File: config.mk
export PLATFORM = sky130hd
export DESIGN_NAME = rst_release_seq
export DESIGN_NICKNAME = d
export VERILOG_FILES = /design/src/rtl/rrs_pkg.sv /design/src/rtl/rrs_sync.sv /design/src/rtl/rrs_level_ctrl.sv /design/src/rtl/rrs_core_gate.sv /design/src/rtl/rrs_regs.sv /design/src/rtl/rst_release_seq.sv
export SDC_FILE = /design/constraint.sdc
export NUM_CORES = 1
export LEC_CHECK = 0
export ABC_AREA = 1
export BUFFER_PORTS_ARGS = -buffer_cell sky130_fd_sc_hd__buf_2
export CORE_MARGIN = 4
export CORE_UTILIZATION = 35
export CTS_BUF_LIST = sky130_fd_sc_hd__clkbuf_4
export DETAILED_ROUTE_END_ITERATION = 6
export GPL_ROUTABILITY_DRIVEN = 0
export PLACE_DENSITY = 0.52
export SLEW_MARGIN = 10
export SYNTH_ARGS = -nofsm -noshare
export SYNTH_HDL_FRONTEND = slang
export SYNTH_HIERARCHICAL = 1
export SYNTH_SLANG_ARGS = --single-unit
File: constraint.sdc
create_clock -name clk -period 3.4 [get_ports clk]
set_clock_uncertainty 0.05 [all_clocks]
set_input_delay 0.17 -clock clk [delete_from_list [all_inputs] [get_ports clk]]
set_output_delay 0.17 -clock clk [all_outputs]
set_load 0.03 [all_outputs]
File: src/rtl/rrs_pkg.sv
package rrs_pkg;
   typedef enum logic [1:0] {
      LVL_COLD = 2'd0,
      LVL_WARM = 2'd1,
      LVL_RUN  = 2'd2
   } lvl_e;

   localparam int unsigned RA_CORE_REL  = 0;
   localparam int unsigned RA_BRIDGE    = 1;
   localparam int unsigned RA_PERIPH    = 2;
   localparam int unsigned RA_BOOT_BASE = 4;
endpackage

File: src/rtl/rrs_sync.sv
module rrs_sync #(
   parameter int unsigned   W       = 1,
   parameter int unsigned   STAGES  = 2,
   parameter logic [W-1:0]  RST_VAL = '0
) (
   input  logic         clk,
   input  logic         rst_n,
   input  logic [W-1:0] d,
   output logic [W-1:0] q
);
   if (STAGES < 2) begin : g_bad_stages
      $error("rrs_sync: STAGES must be at least 2");
   end

   logic [W-1:0] st [STAGES];

   always_ff @(posedge clk or negedge rst_n) begin
      if (!rst_n) begin
         for (int k = 0; k < int'(STAGES); k++) st[k] <= RST_VAL;
      end else begin
         st[0] <= d;
         for (int k = 1; k < int'(STAGES); k++) st[k] <= st[k-1];
      end
   end

   assign q = st[STAGES-1];
endmodule

File: src/rtl/rrs_level_ctrl.sv
module rrs_level_ctrl
   import rrs_pkg::*;
(
   input  logic clk,
   input  logic por_n,
   input  logic out_arst_n,
   input  logic cold_s,
   input  logic warm_s,
   input  logic cluster_req_s,
   output lvl_e lvl,
   output logic sys_q,
   output logic cluster_q
);
   lvl_e lvl_nx;

   always_comb begin
      lvl_nx = lvl;
      if (cold_s) begin
         lvl_nx = LVL_COLD;
      end else begin
         case (lvl)
            LVL_COLD: lvl_nx = LVL_WARM;
            LVL_WARM: if (!warm_s) lvl_nx = LVL_RUN;
            LVL_RUN:  if (warm_s)  lvl_nx = LVL_WARM;
            default:  lvl_nx = LVL_COLD;
         endcase
      end
   end

   always_ff @(posedge clk or negedge por_n) begin
      if (!por_n) lvl <= LVL_COLD;
      else        lvl <= lvl_nx;
   end

   always_ff @(posedge clk or negedge out_arst_n) begin
      if (!out_arst_n) begin
         sys_q     <= 1'b0;
         cluster_q <= 1'b0;
      end else begin
         sys_q     <= (lvl == LVL_RUN);
         cluster_q <= (lvl == LVL_RUN) && (cluster_q || cluster_req_s);
      end
   end
endmodule

File: src/rtl/rrs_core_gate.sv
module rrs_core_gate #(
   parameter int unsigned SELF_CLR_CYC = 16
) (
   input  logic clk,
   input  logic arst_n,
   input  logic cluster_q,
   input  logic rel_bit,
   input  logic pm_req_s,
   output logic core_q,
   output logic rel_clr
);
   localparam int unsigned CNT_W = $clog2(SELF_CLR_CYC + 1);
   localparam logic [CNT_W-1:0] CNT_LAST = CNT_W'(SELF_CLR_CYC - 1);

   if (SELF_CLR_CYC < 2) begin : g_bad_cyc
      $error("rrs_core_gate: SELF_CLR_CYC must be at least 2");
   end

   logic [CNT_W-1:0] cnt;
   logic             done;

   assign rel_clr = core_q && !done && (cnt == CNT_LAST);

   always_ff @(posedge clk or negedge arst_n) begin
      if (!arst_n) begin
         core_q <= 1'b0;
         cnt    <= '0;
         done   <= 1'b0;
      end else begin
         core_q <= cluster_q && (core_q || rel_bit || pm_req_s);
         if (!core_q) begin
            cnt  <= '0;
            done <= 1'b0;
         end else if (rel_clr) begin
            done <= 1'b1;
         end else if (!done) begin
            cnt  <= cnt + 1'b1;
         end
      end
   end
endmodule

File: src/rtl/rrs_regs.sv
module rrs_regs
   import rrs_pkg::*;
#(
   parameter int unsigned NUM_CORES  = 4,
   parameter int unsigned NUM_PERIPH = 8,
   parameter int unsigned DATA_W     = 32,
   parameter int unsigned REG_ADDR_W = 4
) (
   input  logic                  clk,
   input  logic                  por_n,
   input  lvl_e                  lvl,
   input  logic                  we,
   input  logic [REG_ADDR_W-1:0] addr,
   input  logic [DATA_W-1:0]     wdata,
   input  logic [NUM_CORES-1:0]  rel_clr,
   output logic [DATA_W-1:0]     rdata,
   output logic [NUM_CORES-1:0]  rel_bits,
   output logic                  bridge_bit,
   output logic [NUM_PERIPH-1:0] periph_bits
);
   logic [DATA_W-1:0] boot_lo [NUM_CORES];
   logic [DATA_W-1:0] boot_hi [NUM_CORES];

   function automatic logic hit(input logic [REG_ADDR_W-1:0] a, input int unsigned idx);
      return int'(a) == int'(idx);
   endfunction

   always_ff @(posedge clk or negedge por_n) begin
      if (!por_n) begin
         rel_bits <= '0;
      end else if (lvl == LVL_COLD) begin
         rel_bits <= '0;
      end else begin
         rel_bits <= (rel_bits & ~rel_clr)
                   | ((we && hit(addr, RA_CORE_REL)) ? wdata[NUM_CORES-1:0] : '0);
      end
   end

   always_ff @(posedge clk or negedge por_n) begin
      if (!por_n) begin
         bridge_bit  <= 1'b1;
         periph_bits <= '1;
      end else if (lvl != LVL_RUN) begin
         bridge_bit  <= 1'b1;
         periph_bits <= '1;
      end else if (we) begin
         if (hit(addr, RA_BRIDGE)) bridge_bit  <= wdata[0];
         if (hit(addr, RA_PERIPH)) periph_bits <= wdata[NUM_PERIPH-1:0];
      end
   end

   for (genvar c = 0; c < NUM_CORES; c++) begin : g_boot
      always_ff @(posedge clk or negedge por_n) begin
         if (!por_n) begin
            boot_lo[c] <= '0;
            boot_hi[c] <= '0;
         end else if (lvl == LVL_COLD) begin
            boot_lo[c] <= '0;
            boot_hi[c] <= '0;
         end else if (we) begin
            if (hit(addr, RA_BOOT_BASE + 2*c))     boot_lo[c] <= wdata;
            if (hit(addr, RA_BOOT_BASE + 2*c + 1)) boot_hi[c] <= wdata;
         end
      end
   end

   always_comb begin
      rdata = '0;
      if (hit(addr, RA_CORE_REL)) rdata[NUM_CORES-1:0]  = rel_bits;
      if (hit(addr, RA_BRIDGE))   rdata[0]              = bridge_bit;
      if (hit(addr, RA_PERIPH))   rdata[NUM_PERIPH-1:0] = periph_bits;
      for (int c = 0; c < int'(NUM_CORES); c++) begin
         if (hit(addr, RA_BOOT_BASE + 2*c))     rdata = boot_lo[c];
         if (hit(addr, RA_BOOT_BASE + 2*c + 1)) rdata = boot_hi[c];
      end
   end
endmodule

File: src/rtl/rst_release_seq.sv
module rst_release_seq
   import rrs_pkg::*;
#(
   parameter int unsigned NUM_CORES    = 4,
   parameter int unsigned NUM_PERIPH   = 8,
   parameter int unsigned DATA_W       = 32,
   parameter int unsigned REG_ADDR_W   = 4,
   parameter int unsigned SYNC_STAGES  = 2,
   parameter int unsigned SELF_CLR_CYC = 16
) (
   input  logic                  clk,
   input  logic                  por_n,
   input  logic                  cold_req,
   input  logic                  warm_req,
   input  logic                  pm_cluster_rel,
   input  logic [NUM_CORES-1:0]  pm_core_rel,
   input  logic                  reg_we,
   input  logic [REG_ADDR_W-1:0] reg_addr,
   input  logic [DATA_W-1:0]     reg_wdata,
   output logic [DATA_W-1:0]     reg_rdata,
   output logic                  sys_rst_n,
   output logic                  cluster_rst_n,
   output logic                  bridge_rst_n,
   output logic [NUM_PERIPH-1:0] periph_rst_n,
   output logic [NUM_CORES-1:0]  core_rst_n
);
   localparam int unsigned SW = NUM_CORES + 3;
   localparam logic [SW-1:0] SYNC_RST = {{NUM_CORES{1'b0}}, 3'b011};

   if (NUM_CORES < 1 || NUM_CORES > DATA_W) begin : g_bad_cores
      $error("rst_release_seq: NUM_CORES out of range");
   end
   if (NUM_PERIPH < 1 || NUM_PERIPH > DATA_W) begin : g_bad_periph
      $error("rst_release_seq: NUM_PERIPH out of range");
   end
   if (RA_BOOT_BASE + 2*NUM_CORES > (1 << REG_ADDR_W)) begin : g_bad_addr
      $error("rst_release_seq: REG_ADDR_W too narrow for the boot words");
   end

   logic                  out_arst_n;
   logic [SW-1:0]         sync_q;
   logic                  cold_s, warm_s, cluster_req_s;
   logic [NUM_CORES-1:0]  pm_core_s;
   lvl_e                  lvl;
   logic                  sys_q, cluster_q, bridge_q;
   logic [NUM_PERIPH-1:0] periph_q;
   logic [NUM_CORES-1:0]  core_q, rel_clr, rel_bits;
   logic                  bridge_bit;
   logic [NUM_PERIPH-1:0] periph_bits;

   assign out_arst_n = por_n & ~cold_req & ~warm_req;

   rrs_sync #(.W(SW), .STAGES(SYNC_STAGES), .RST_VAL(SYNC_RST)) u_sync (
      .clk   (clk),
      .rst_n (por_n),
      .d     ({pm_core_rel, pm_cluster_rel, warm_req, cold_req}),
      .q     (sync_q)
   );
   assign cold_s        = sync_q[0];
   assign warm_s        = sync_q[1];
   assign cluster_req_s = sync_q[2];
   assign pm_core_s     = sync_q[SW-1:3];

   rrs_level_ctrl u_lvl (
      .clk           (clk),
      .por_n         (por_n),
      .out_arst_n    (out_arst_n),
      .cold_s        (cold_s),
      .warm_s        (warm_s),
      .cluster_req_s (cluster_req_s),
      .lvl           (lvl),
      .sys_q         (sys_q),
      .cluster_q     (cluster_q)
   );

   for (genvar c = 0; c < NUM_CORES; c++) begin : g_core
      rrs_core_gate #(.SELF_CLR_CYC(SELF_CLR_CYC)) u_gate (
         .clk       (clk),
         .arst_n    (out_arst_n),
         .cluster_q (cluster_q),
         .rel_bit   (rel_bits[c]),
         .pm_req_s  (pm_core_s[c]),
         .core_q    (core_q[c]),
         .rel_clr   (rel_clr[c])
      );
   end

   rrs_regs #(
      .NUM_CORES  (NUM_CORES),
      .NUM_PERIPH (NUM_PERIPH),
      .DATA_W     (DATA_W),
      .REG_ADDR_W (REG_ADDR_W)
   ) u_regs (
      .clk         (clk),
      .por_n       (por_n),
      .lvl         (lvl),
      .we          (reg_we),
      .addr        (reg_addr),
      .wdata       (reg_wdata),
      .rel_clr     (rel_clr),
      .rdata       (reg_rdata),
      .rel_bits    (rel_bits),
      .bridge_bit  (bridge_bit),
      .periph_bits (periph_bits)
   );

   always_ff @(posedge clk or negedge out_arst_n) begin
      if (!out_arst_n) begin
         bridge_q <= 1'b0;
         periph_q <= '0;
      end else begin
         bridge_q <= cluster_q & ~bridge_bit;
         periph_q <= {NUM_PERIPH{lvl == LVL_RUN}} & ~periph_bits;
      end
   end

   assign sys_rst_n     = sys_q;
   assign cluster_rst_n = cluster_q;
   assign bridge_rst_n  = bridge_q;
   assign periph_rst_n  = periph_q;
   assign core_rst_n    = core_q;
endmodule

==> results.rst, run 1 <==
.. list-table::
   :header-rows: 1

   * - Metric
     - Value
   * - Synth Warn #
     - 6
   * - Power per Cell Area
     - 545 mW/mm²
   * - Routed wire length on met3
     - 1850 µm
   * - Longest Clk Path Bufs
     - 3
   * - Final setup violation count
     - 0
   * - TritonRoute pass-1 iters
     - 7
   * - Yosys reg bits
     - 324
   * - Mean routed wirelength per cell
     - 16.4 µm
   * - # DRC
     - 0
   * - Tmin final
     - 3140 ps
   * - Max-slew headroom
     - 30.8%
   * - Floorplan row count
     - 74
   * - Post-Route Setup TNS
     - 0 ps
   * - Count of routing violations after the opening detailed-route iteration
     - approximately 930
   * - Met2 wire len
     - 19,000 µm
   * - Placed insts
     - roughly 2,300
   * - Horizontal die dimension
     - 211 µm
   * - Fill cell count
     - 4,221
   * - Share of post-route cells with drive strength above 1
     - 17.5%
   * - Number of enable flip-flop cells after synthesis
     - 0
   * - Number of antenna violations at the first check in global routing
     - 1
   * - Worst supply voltage drop on vdd
     - 0.233 mV
   * - Maximum net fanout on the critical path
     - 15
   * - Floorplan die area
     - ~0.045 mm²
   * - Library cell with the largest summed area after synthesis
     - sky130_fd_sc_hd__dfrtp_1
   * - Total of hold buffers inserted after clock tree synthesis
     - 56
   * - Fraction of post-synthesis cell area in the top cell type by area
     - 53.7%
   * - Area of the mapped netlist
     - 0.0145 mm²
   * - Number of standard cells in the layout, taps in and fillers out
     - 2,518
   * - Path type of the worst min-delay path
     - input pin to async pin
   * - Nature of the critical path startpoint
     - input pin
   * - Mean area per synthesized cell
     - 8.38 µm²
   * - TritonCTS clock tree
     - yes
   * - # port buffers
     - 92
   * - Highest clock rate
     - 318 MHz
   * - Clock buffers created by TritonCTS
     - 90
   * - CTS clock-pin slew for the worst setup and hold paths
     - 60 ps
   * - Proportion of synthesized chip area in sequential cells
     - 56.1%
   * - Post-detailed-route via-to-cell ratio
     - ~4.8
   * - Sum of overflow across all layers after global routing
     - 0
   * - Total leakage power
     - 8.46 nW
   * - Die extent in y
     - 211 µm
   * - Cell with the most instances after synthesis
     - sky130_fd_sc_hd__nand2_1
   * - Cts repair resizes
     - 0
   * - Wl on met1
     - 19,700 µm
   * - Clock Root Buffer
     - sky130_fd_sc_hd__clkbuf_4
   * - Starting density of the core
     - 35.4%
   * - Area taken by multi-input logic gates
     - roughly 0.0053 mm²
   * - HPWL Detailed
     - between 20,000 and 30,000 µm
   * - Layout area overhead
     - 19.0%
   * - GRT Util Overall
     - 18.8%
   * - Setup repair after global routing missed its margin
     - false
   * - Actual transition at the worst max-transition pin
     - 1040 ps
   * - Worst R2R Setup Slack
     - 1080 ps
   * - Deepest level of the CTS H-tree
     - 3
   * - Distinct cell type count of the synthesized netlist
     - 41
   * - Highest metal layer used by the detailed router
     - met4
   * - Number of buffers inserted to repair setup after CTS
     - 0
   * - Req. time, crit path
     - roughly 3200 ps
   * - Reported max-cap violation count
     - 0
   * - Reg area
     - 0.00812 mm²
   * - Period utilization
     - 92.4%
   * - Pin count of the biggest net entering global routing
     - 186
   * - Final net count
     - between 1,500 and 2,000
   * - Dominant synthesized flop cell
     - sky130_fd_sc_hd__dfrtp_1
   * - Worst setup path category
     - input pin to output port
   * - Status
     - finished, final reports clean
   * - Global-route wire length before repair
     - 66,600 µm
   * - Most numerous cell types in the synthesized netlist
     - sky130_fd_sc_hd__nand2_1 (612), sky130_fd_sc_hd__dfrtp_1 (311), sky130_fd_sc_hd__o21ai_0 (185), sky130_fd_sc_hd__inv_1 (164), sky130_fd_sc_hd__nor2_1 (140)
   * - Async SR Flop Fraction
     - 100%
   * - Via count
     - 12,000
   * - Syn nets
     - ~1,800
   * - Count of final max-slew check failures
     - 0
   * - Latest clock arrival within the worst-skew pair
     - 760 ps
   * - Number of nets with antenna violations after routing
     - 0
   * - Top-Level Pins
     - 93
   * - TritonCTS sink count
     - 324
   * - WP data arrival
     - 2920 ps
   * - Routed wire length
     - 41,400 µm
   * - Type of element capturing the critical path
     - output port
   * - Cell count after synthesis
     - between 1,500 and 2,000
   * - Final hold violation count
     - 0
   * - Standard cell core area
     - 0.0409 mm²
   * - Top post-synthesis cells by area
     - sky130_fd_sc_hd__dfrtp_1 (54%), sky130_fd_sc_hd__nand2_1 (16%), sky130_fd_sc_hd__o21ai_0 (6.4%)
   * - Number of global-route vias before repair
     - about 12,000
-- layout make-up --
type,instances,share of cell area (%)
diodes,1,0.0145
clock buffers,141,6.14
clock inverters,24,0.922
inverters,181,3.94
multi-input cells,1142,30.6
flip-flops and latches,324,47.1
well taps,532,3.86
repair buffers,173,7.37
-- through the flow --
step	total power, W	instance area [µm²]	worst slack (ps)	utilization [%]	hold slack (ps)
final	0.00939	17200	260	42.1	22.8
after global routing	0.00997	17200	143	42.1	1.15
after CTS	0.00955	17200	263	42.0	35.5
after detailed placement	0.00570	15400	823	37.7	26.0
after global placement	0.00567	15400	826	37.7	27.0
after floorplan	0.00525	14500	915	-	-176
-- critical path, cell delays in order --
cell and delay (ps):
sky130_fd_sc_hd__dlygate4sd3_1 540, sky130_fd_sc_hd__buf_2 140, sky130_fd_sc_hd__nor2_1 80, sky130_fd_sc_hd__nand2_1 430, sky130_fd_sc_hd__buf_4 360, sky130_fd_sc_hd__buf_4 220, sky130_fd_sc_hd__nor2_1 50, sky130_fd_sc_hd__nor4_1 520
sky130_fd_sc_hd__nand4_1 160, sky130_fd_sc_hd__buf_2 220
-- per-layer routing --
metal	track usage, %	vias to the layer above
li1	-	5865
met1	26.9	5785
met2	28.9	283
met3	3.30	63
met4	6.64	0
met5	0	-
-- logic make-up (layout without fill, tap and decap cells) --
family,count (synthesis),after routing,share of synthesized area [%]
AOI/OAI and AO/OA,247,247,9.38
xor gates and xnor gates,4,4,0.242
adders and majority gates,8,8,0.691
buffers and inverters,263,519,7.72
DFF,324,324,56.1
muxes,17,17,1.32
other,0,1,0
and+or+nand+nor,866,866,24.6
-- registers in the layout, indices dropped and copies added (netlist names), 2 cells and up --
register and flops:
u_regs/boot_lo 128, periph_rst_n 8, g_core.u_gate/cnt 20, u_lvl/lvl 2, u_regs/periph_bits 8, u_sync/st 7, u_regs/rel_bits 4, u_sync/q 7
g_core.u_gate/done 4, g_core.u_gate/core_q 4, u_regs/boot_hi 128
-- final timing paths --
kind                                                 to          start  depth (start not counted)
worst max-delay path                      reg_rdata[23]    reg_addr[1]                         10
worst min-delay path            g_core[3].u_gate/cnt[1]       cold_req                          5
worst max register to register       u_regs/boot_hi[38]   u_lvl/lvl[1]                          5
worst min register to register              u_sync/q[6]  u_sync/st[13]                          0
max in group asynchronous            u_regs/boot_hi[11]          por_n                          4
min in group clk                  u_regs/periph_bits[4]   reg_wdata[4]                          4
-- layout by cell type (no fill, tap or decap), types with 5 or more instances in the layout --
cell type,synthesis,final
sky130_fd_sc_hd__dfrtp_1,311,311
sky130_fd_sc_hd__clkinv_1,4,17
sky130_fd_sc_hd__nand4_1,36,36
sky130_fd_sc_hd__a21oi_1,11,11
sky130_fd_sc_hd__o21ai_0,185,185
sky130_fd_sc_hd__dlygate4sd3_1,0,57
sky130_fd_sc_hd__nor2_2,5,5
sky130_fd_sc_hd__nor2_1,140,139
sky130_fd_sc_hd__nor2_4,7,8
sky130_fd_sc_hd__buf_4,16,20
sky130_fd_sc_hd__inv_1,164,164
sky130_fd_sc_hd__nor4_1,20,20
sky130_fd_sc_hd__o21ai_1,19,19
sky130_fd_sc_hd__inv_2,13,15
sky130_fd_sc_hd__clkinv_2,0,5
sky130_fd_sc_hd__nand2_1,612,612
sky130_fd_sc_hd__buf_2,33,91
sky130_fd_sc_hd__mux2_2,15,15
sky130_fd_sc_hd__ha_1,8,8
sky130_fd_sc_hd__clkbuf_4,0,141
sky130_fd_sc_hd__o21ai_2,9,8
sky130_fd_sc_hd__nand3_1,24,24
sky130_fd_sc_hd__dfstp_2,13,13
-- power breakdown --
group          total [W]  switching (W)  internal [W]
combinational    0.00123       0.000872      0.000363
sequential       0.00444       0.000183       0.00426
clock            0.00371        0.00167       0.00204
total            0.00939        0.00273       0.00666
Power figures use the tool's default switching activity.
==> run 2: changes to the inputs <==
--- a/config.mk
+++ b/config.mk
@@ -12,6 +12,7 @@
 export CTS_BUF_LIST = sky130_fd_sc_hd__clkbuf_4
 export DETAILED_ROUTE_END_ITERATION = 6
 export GPL_ROUTABILITY_DRIVEN = 0
+export HOLD_SLACK_MARGIN = 0.12
 export PLACE_DENSITY = 0.52
 export SLEW_MARGIN = 10
 export SYNTH_ARGS = -nofsm -noshare
==> run 2 against run 1 <==
Against the previous run: sequential cell count did not move; utilization up 0.34 points; clock power about the same; largest cell class unchanged.
==> results.rst, run 2 (synthesis gave the netlist of run 1 again) <==
.. list-table::
   :header-rows: 1

   * - Metric
     - Value
   * - Final setup violation count
     - 0 (unchanged)
   * - Final net count
     - 1,980 (+0.71%)
   * - # DRC
     - 0 (unchanged)
   * - Count of final max-slew check failures
     - 0 (unchanged)
   * - Biggest registers after layout
     - u_regs/boot_hi: 128 flops, u_regs/boot_lo: 128 flops, g_core.u_gate/cnt: 20 flops
   * - Maximum net fanout on the critical path
     - 15 (unchanged)
   * - Global-route wire length before repair
     - 66,900 µm (+0.45%)
   * - TritonCTS clock tree
     - yes
   * - Latest clock arrival within the worst-skew pair
     - 760 ps (about the same)
   * - CTS clock-pin slew for the worst setup and hold paths
     - 60 ps (about the same)
   * - Highest clock rate
     - 318 MHz (-0.24%)
   * - Deepest level of the CTS H-tree
     - 3 (unchanged)
   * - Status
     - finished, final reports clean
   * - Clock Root Buffer
     - sky130_fd_sc_hd__clkbuf_4
   * - Die extent in y
     - 211 µm (unchanged)
   * - Fill cell count
     - 4,209 (-0.28%)
   * - Standard cell core area
     - 0.0409 mm² (unchanged)
   * - Post-detailed-route via-to-cell ratio
     - 4.77 (about the same)
   * - Reg area
     - 0.00812 mm² (unchanged)
   * - Reported max-cap violation count
     - 0 (unchanged)
   * - Area taken by multi-input logic gates
     - 0.00528 mm² (unchanged)
   * - Floorplan row count
     - 74 (unchanged)
   * - Type of element capturing the critical path
     - output port
   * - Top-Level Pins
     - 93 (unchanged)
   * - Layout area overhead
     - 19.9%
   * - Longest Clk Path Bufs
     - 3 (unchanged)
   * - Max-slew headroom
     - 26.9% (-3.9 points)
   * - # port buffers
     - 92 (unchanged)
   * - Share of post-route cells with drive strength above 1
     - 17.4% (-0.12 points)
   * - Most frequent cells in the layout
     - sky130_fd_sc_hd__nand2_1 (612), sky130_fd_sc_hd__dfrtp_1 (311), sky130_fd_sc_hd__o21ai_0 (185)
   * - Number of antenna violations at the first check in global routing
     - 1 (unchanged)
   * - Clock buffers created by TritonCTS
     - 90 (unchanged)
   * - Nature of the critical path startpoint
     - input pin
   * - Power per Cell Area
     - 541 mW/mm² (-0.69%)
   * - Post-Route Setup TNS
     - 0 ps (unchanged)
   * - WP data arrival
     - 2930 ps (about the same)
   * - Cts repair resizes
     - 0 (unchanged)
   * - Via count
     - 12,100 (+0.61%)
   * - Req. time, crit path
     - 3180 ps (about the same)
   * - Number of buffers inserted to repair setup after CTS
     - 0 (unchanged)
   * - Routed wire length
     - 41,600 µm (+0.32%)
   * - Leading cell type in the layout, fill and taps excluded
     - sky130_fd_sc_hd__nand2_1
   * - Sum of overflow across all layers after global routing
     - 0 (unchanged)
   * - Worst setup path category
     - input pin to output port
   * - TritonRoute pass-1 iters
     - 4 (-3)
   * - Floorplan die area
     - 0.0447 mm² (unchanged)
   * - Tmin final
     - 3150 ps (+7.59 ps)
   * - Starting density of the core
     - 35.4% (unchanged)
   * - HPWL Detailed
     - 25,900 µm (unchanged)
   * - Final hold violation count
     - 0 (unchanged)
   * - GRT Util Overall
     - 18.8% (+0.066 points)
   * - Share of the core filled with cells in the final layout
     - 42.5% (+0.34 points)
   * - Total of hold buffers inserted after clock tree synthesis
     - 70 (+25%)
   * - TritonCTS sink count
     - 324 (unchanged)
   * - Number of nets with antenna violations after routing
     - 0 (unchanged)
   * - Actual transition at the worst max-transition pin
     - 1100 ps (+59.1 ps)
   * - Pin count of the biggest net entering global routing
     - 186 (unchanged)
   * - Period utilization
     - 92.6% (+0.22 points)
   * - Number of global-route vias before repair
     - 12,100 (+0.88%)
   * - Path type of the worst min-delay path
     - input pin to async pin
   * - Horizontal die dimension
     - 211 µm (unchanged)
   * - Mean routed wirelength per cell
     - 16.4 µm (-0.23%)
   * - Worst supply voltage drop on vdd
     - 0.233 mV (about the same)
   * - Count of routing violations after the opening detailed-route iteration
     - 844 (-9.0%)
   * - Setup repair after global routing missed its margin
     - false
   * - Total leakage power
     - 8.50 nW (+0.47%)
## run 2: cell count changes in the layout (fill, tap and decap cells not counted)
cell                            change
sky130_fd_sc_hd__dlygate4sd3_1     +14
## run 2: power breakdown
group          internal (W)  switching (W)  total [W]
registers           0.00426       0.000183    0.00444
clock network       0.00204        0.00167    0.00371
logic              0.000372       0.000873    0.00125
total               0.00667        0.00273    0.00940
## run 2: worst paths after layout
check                                           to  slack [ps]         start  depth (start not counted)
setup / recovery                     reg_rdata[23]         250   reg_addr[1]                         10
hold / removal             g_core[1].u_gate/cnt[3]         160      cold_req                          6
setup reg to reg                u_regs/boot_hi[59]         710  u_lvl/lvl[1]                          7
hold reg to reg                        u_sync/q[2]         300  u_sync/st[9]                          0
max in group asynchronous          u_lvl/cluster_q        1710         por_n                          6
min in group clk                 u_regs/boot_hi[0]         250   reg_addr[3]                          9
## run 2: metrics by stage
stage | total power [W] | hold WS [ps] | setup slack, ps | cell area, µm² | std cells
after CTS | 0.00956 | 150 | 263 | 17300 | 2528
after detailed placement | 0.00570 | 26.0 | 823 | 15400 | 2293
final | 0.00940 | 159 | 252 | 17400 | 2532
after global placement | 0.00567 | 27.0 | 826 | 15400 | 2293
after floorplan | 0.00525 | -176 | 915 | 14500 | 1729
after global routing | 0.00998 | 157 | 143 | 17400 | 2532
## run 2: final cells by class
cell class                      count  area share (%)
Sequential cell                   324            46.7
Multi-Input combinational cell   1142            30.4
Timing Repair Buffer              187            8.12
Clock buffer                      141            6.09
Inverter                          181            3.91
Tap cell                          532            3.83
Clock inverter                     24           0.914
Antenna cell                        1          0.0144
## run 2: critical path: stages
cell and delay [ps]:
sky130_fd_sc_hd__dlygate4sd3_1 540, sky130_fd_sc_hd__buf_2 140, sky130_fd_sc_hd__nor2_1 80, sky130_fd_sc_hd__nand2_1 440, sky130_fd_sc_hd__buf_4 360, sky130_fd_sc_hd__buf_4 210, sky130_fd_sc_hd__nor2_1 50, sky130_fd_sc_hd__nor4_1 520
sky130_fd_sc_hd__nand4_1 160, sky130_fd_sc_hd__buf_2 220
## run 2: metal layers
metal | share of wire, % | up-vias | GRT usage [%]
li1 | - | 5894 | -
met1 | 48 | 5795 | 26.9
met2 | 45 | 319 | 29.1
met3 | 4.9 | 61 | 3.30
met4 | 2.1 | 0 | 6.64
met5 | 0 | - | 0
==> run 3: changes to the inputs <==
--- a/config.mk
+++ b/config.mk
@@ -13,6 +13,7 @@
 export DETAILED_ROUTE_END_ITERATION = 6
 export GPL_ROUTABILITY_DRIVEN = 0
 export HOLD_SLACK_MARGIN = 0.12
+export MAX_ROUTING_LAYER = met4
 export PLACE_DENSITY = 0.52
 export SLEW_MARGIN = 10
 export SYNTH_ARGS = -nofsm -noshare
==> run 3 against run 2 <==
Against the previous run: combinational power hardly changed; setup slack better by 49 ps; critical path depth unchanged; final area did not move; utilization did not move; wire length shrank 0.19%; global-route usage is 0.57 points higher; critical endpoint unchanged; non-clock buffer count stayed put; via count is essentially flat; power about the same; worst hold slack got worse by 5.1 ps.
==> results.rst, run 3 (synthesis gave the netlist of run 1 again) <==
.. list-table::
   :header-rows: 1

   * - Metric
     - Value
   * - Status
     - finished, final reports clean
   * - Highest clock rate
     - 323 MHz (+1.6%)
   * - # port buffers
     - 92 (unchanged)
   * - Standard cell core area
     - 0.0409 mm² (unchanged)
   * - Floorplan die area
     - 0.0447 mm² (unchanged)
   * - Post-Route Setup TNS
     - 0 ps (unchanged)
   * - Max-slew headroom
     - 27.9% (+0.98 points)
   * - Pin count of the biggest net entering global routing
     - 186 (unchanged)
   * - TritonCTS clock tree
     - yes
   * - Clock Root Buffer
     - sky130_fd_sc_hd__clkbuf_4
   * - Layer with the highest usage after global routing
     - met2
   * - Placement-stage worst setup slack
     - 823 ps (unchanged)
   * - Global-route wire length before repair
     - 66,900 µm (about the same)
   * - HPWL Detailed
     - 25,900 µm (unchanged)
   * - Number of nets with antenna violations after routing
     - 0 (unchanged)
   * - CTS clock-pin slew for the worst setup and hold paths
     - 60 ps (about the same)
   * - Maximum net fanout on the critical path
     - 15 (unchanged)
   * - WP data arrival
     - 2880 ps (-50 ps)
   * - Routed wire length
     - 41,500 µm (-0.19%)
   * - GRT Util Overall
     - 19.4% (+0.57 points)
   * - Most frequent cells in the layout
     - sky130_fd_sc_hd__nand2_1 (612), sky130_fd_sc_hd__dfrtp_1 (311), sky130_fd_sc_hd__o21ai_0 (185)
   * - Leading cell type in the layout, fill and taps excluded
     - sky130_fd_sc_hd__nand2_1
   * - Type of element capturing the critical path
     - output port
   * - Count of final max-slew check failures
     - 0 (unchanged)
   * - Final setup violation count
     - 0 (unchanged)
   * - Latest clock arrival within the worst-skew pair
     - 770 ps (about the same)
   * - Worst setup path category
     - input pin to output port
   * - # DRC
     - 0 (unchanged)
   * - Mean routed wirelength per cell
     - 16.4 µm (-0.19%)
   * - Starting density of the core
     - 35.4% (unchanged)
   * - Horizontal die dimension
     - 211 µm (unchanged)
   * - Via count
     - 12,100 (+0.0083%)
   * - Met1 demand-to-capacity share in global routing
     - 26.9% (-0.029 points)
   * - Deepest level of the CTS H-tree
     - 3 (unchanged)
   * - Floorplan row count
     - 74 (unchanged)
   * - Share of post-route cells with drive strength above 1
     - 17.4% (unchanged)
   * - Tmin final
     - 3100 ps (-48.8 ps)
   * - Met3 track demand over resource in global routing
     - 3.35% (+0.044 points)
   * - Clock buffers created by TritonCTS
     - 90 (unchanged)
   * - Count of routing violations after the opening detailed-route iteration
     - 864 (+2.4%)
   * - Number of antenna violations at the first check in global routing
     - 1 (unchanged)
   * - Final hold violation count
     - 0 (unchanged)
   * - Path type of the worst min-delay path
     - input pin to async pin
   * - TritonCTS sink count
     - 324 (unchanged)
   * - Biggest registers after layout
     - u_regs/boot_hi: 128 flops, u_regs/boot_lo: 128 flops, g_core.u_gate/cnt: 20 flops
   * - Layout area overhead
     - 19.9% (unchanged)
   * - Final net count
     - 1,980 (unchanged)
   * - Number of global-route vias before repair
     - 12,100 (-0.091%)
   * - Req. time, crit path
     - 3180 ps (about the same)
   * - Die extent in y
     - 211 µm (unchanged)
   * - TritonRoute pass-1 iters
     - 5 (+1)
   * - Total leakage power
     - 8.50 nW (unchanged)
   * - Sum of overflow across all layers after global routing
     - 0 (unchanged)
   * - Reported max-cap violation count
     - 0 (unchanged)
   * - Met2 track demand over resource in global routing
     - 29.2% (+0.15 points)
   * - Period utilization
     - 91.2% (-1.4 points)
   * - Post-detailed-route via-to-cell ratio
     - 4.77 (about the same)
   * - Power per Cell Area
     - 541 mW/mm² (about the same)
   * - Fill cell count
     - 4,206 (-0.071%)
   * - Setup repair after global routing missed its margin
     - false
   * - Nature of the critical path startpoint
     - input pin
   * - Worst supply voltage drop on vdd
     - 0.233 mV (about the same)
   * - Top-Level Pins
     - 93 (unchanged)
   * - Logic depth of the worst register-to-register path
     - 7 (unchanged)
   * - Actual transition at the worst max-transition pin
     - 1080 ps (-14.6 ps)
   * - Longest Clk Path Bufs
     - 3 (unchanged)
   * - Setup slack after layout
     - 301 ps (+48.8 ps)
[run 3: cell counts in the layout (fill, tap and decap cells not counted)]
Identical to the previous run, type by type.
[run 3: worst paths after layout]
kind                                   start                 endpoint  slack, ps
min in group clk                 reg_addr[3]        u_regs/boot_hi[0]        240
worst max-delay path             reg_addr[1]            reg_rdata[23]        300
max in group asynchronous              por_n          u_lvl/cluster_q       1710
worst min register to register  u_sync/st[9]              u_sync/q[2]        300
worst min-delay path                cold_req  g_core[1].u_gate/cnt[3]        150
worst max register to register  u_lvl/lvl[1]       u_regs/boot_hi[59]        690
[run 3: routing by layer]
metal  wire, µm  vias to the layer above
met5          0                        -
met4        843                        0
met3       2060                       63
met2      18900                      306
met1      19700                     5807
li1           -                     5894
[run 3: what timing repair did]
item / 4_1_cts / 5_1_grt
endpoints found under the hold margin: 594 / 9
setup buffers: 0 / 0
hold buffers: 70 / 2
gates resized for setup: 0 / 0
[run 3: critical path, stage by stage]
cell and delay, ps:
sky130_fd_sc_hd__dlygate4sd3_1 540, sky130_fd_sc_hd__buf_2 140, sky130_fd_sc_hd__nor2_1 80, sky130_fd_sc_hd__nand2_1 430, sky130_fd_sc_hd__buf_4 350, sky130_fd_sc_hd__buf_4 210, sky130_fd_sc_hd__nor2_1 50, sky130_fd_sc_hd__nor4_1 500
sky130_fd_sc_hd__nand4_1 160, sky130_fd_sc_hd__buf_2 220
[run 3: power by group]
group          leakage [nW]  total [W]  internal, W  switching, W
combinational          3.53    0.00124     0.000372      0.000872
clock                 0.734    0.00372      0.00204       0.00168
sequential             4.23    0.00444      0.00426      0.000183
total                  8.50    0.00940      0.00667       0.00273
[run 3: final cells by class]
type                            count  area (µm²)  area share (%)
Antenna cell                        1        2.50          0.0144
Clock buffer                      141        1060            6.09
Clock inverter                     24         159           0.914
Inverter                          181         679            3.91
Multi-Input combinational cell   1142        5280            30.4
Sequential cell                   324        8120            46.7
Tap cell                          532         666            3.83
Timing Repair Buffer              187        1410            8.12
[run 3: stage by stage]
step	total power (W)	hold WS, ps	area [µm²]	utilization, %	instances
floorplan	0.00525	-176	14500	-	1729
global placement	0.00567	27.0	15400	37.7	2293
detailed placement	0.00570	26.0	15400	37.7	2293
CTS	0.00956	150	17300	42.4	2528
global route	0.00998	152	17400	42.5	2532
finish	0.00940	154	17400	42.5	2532
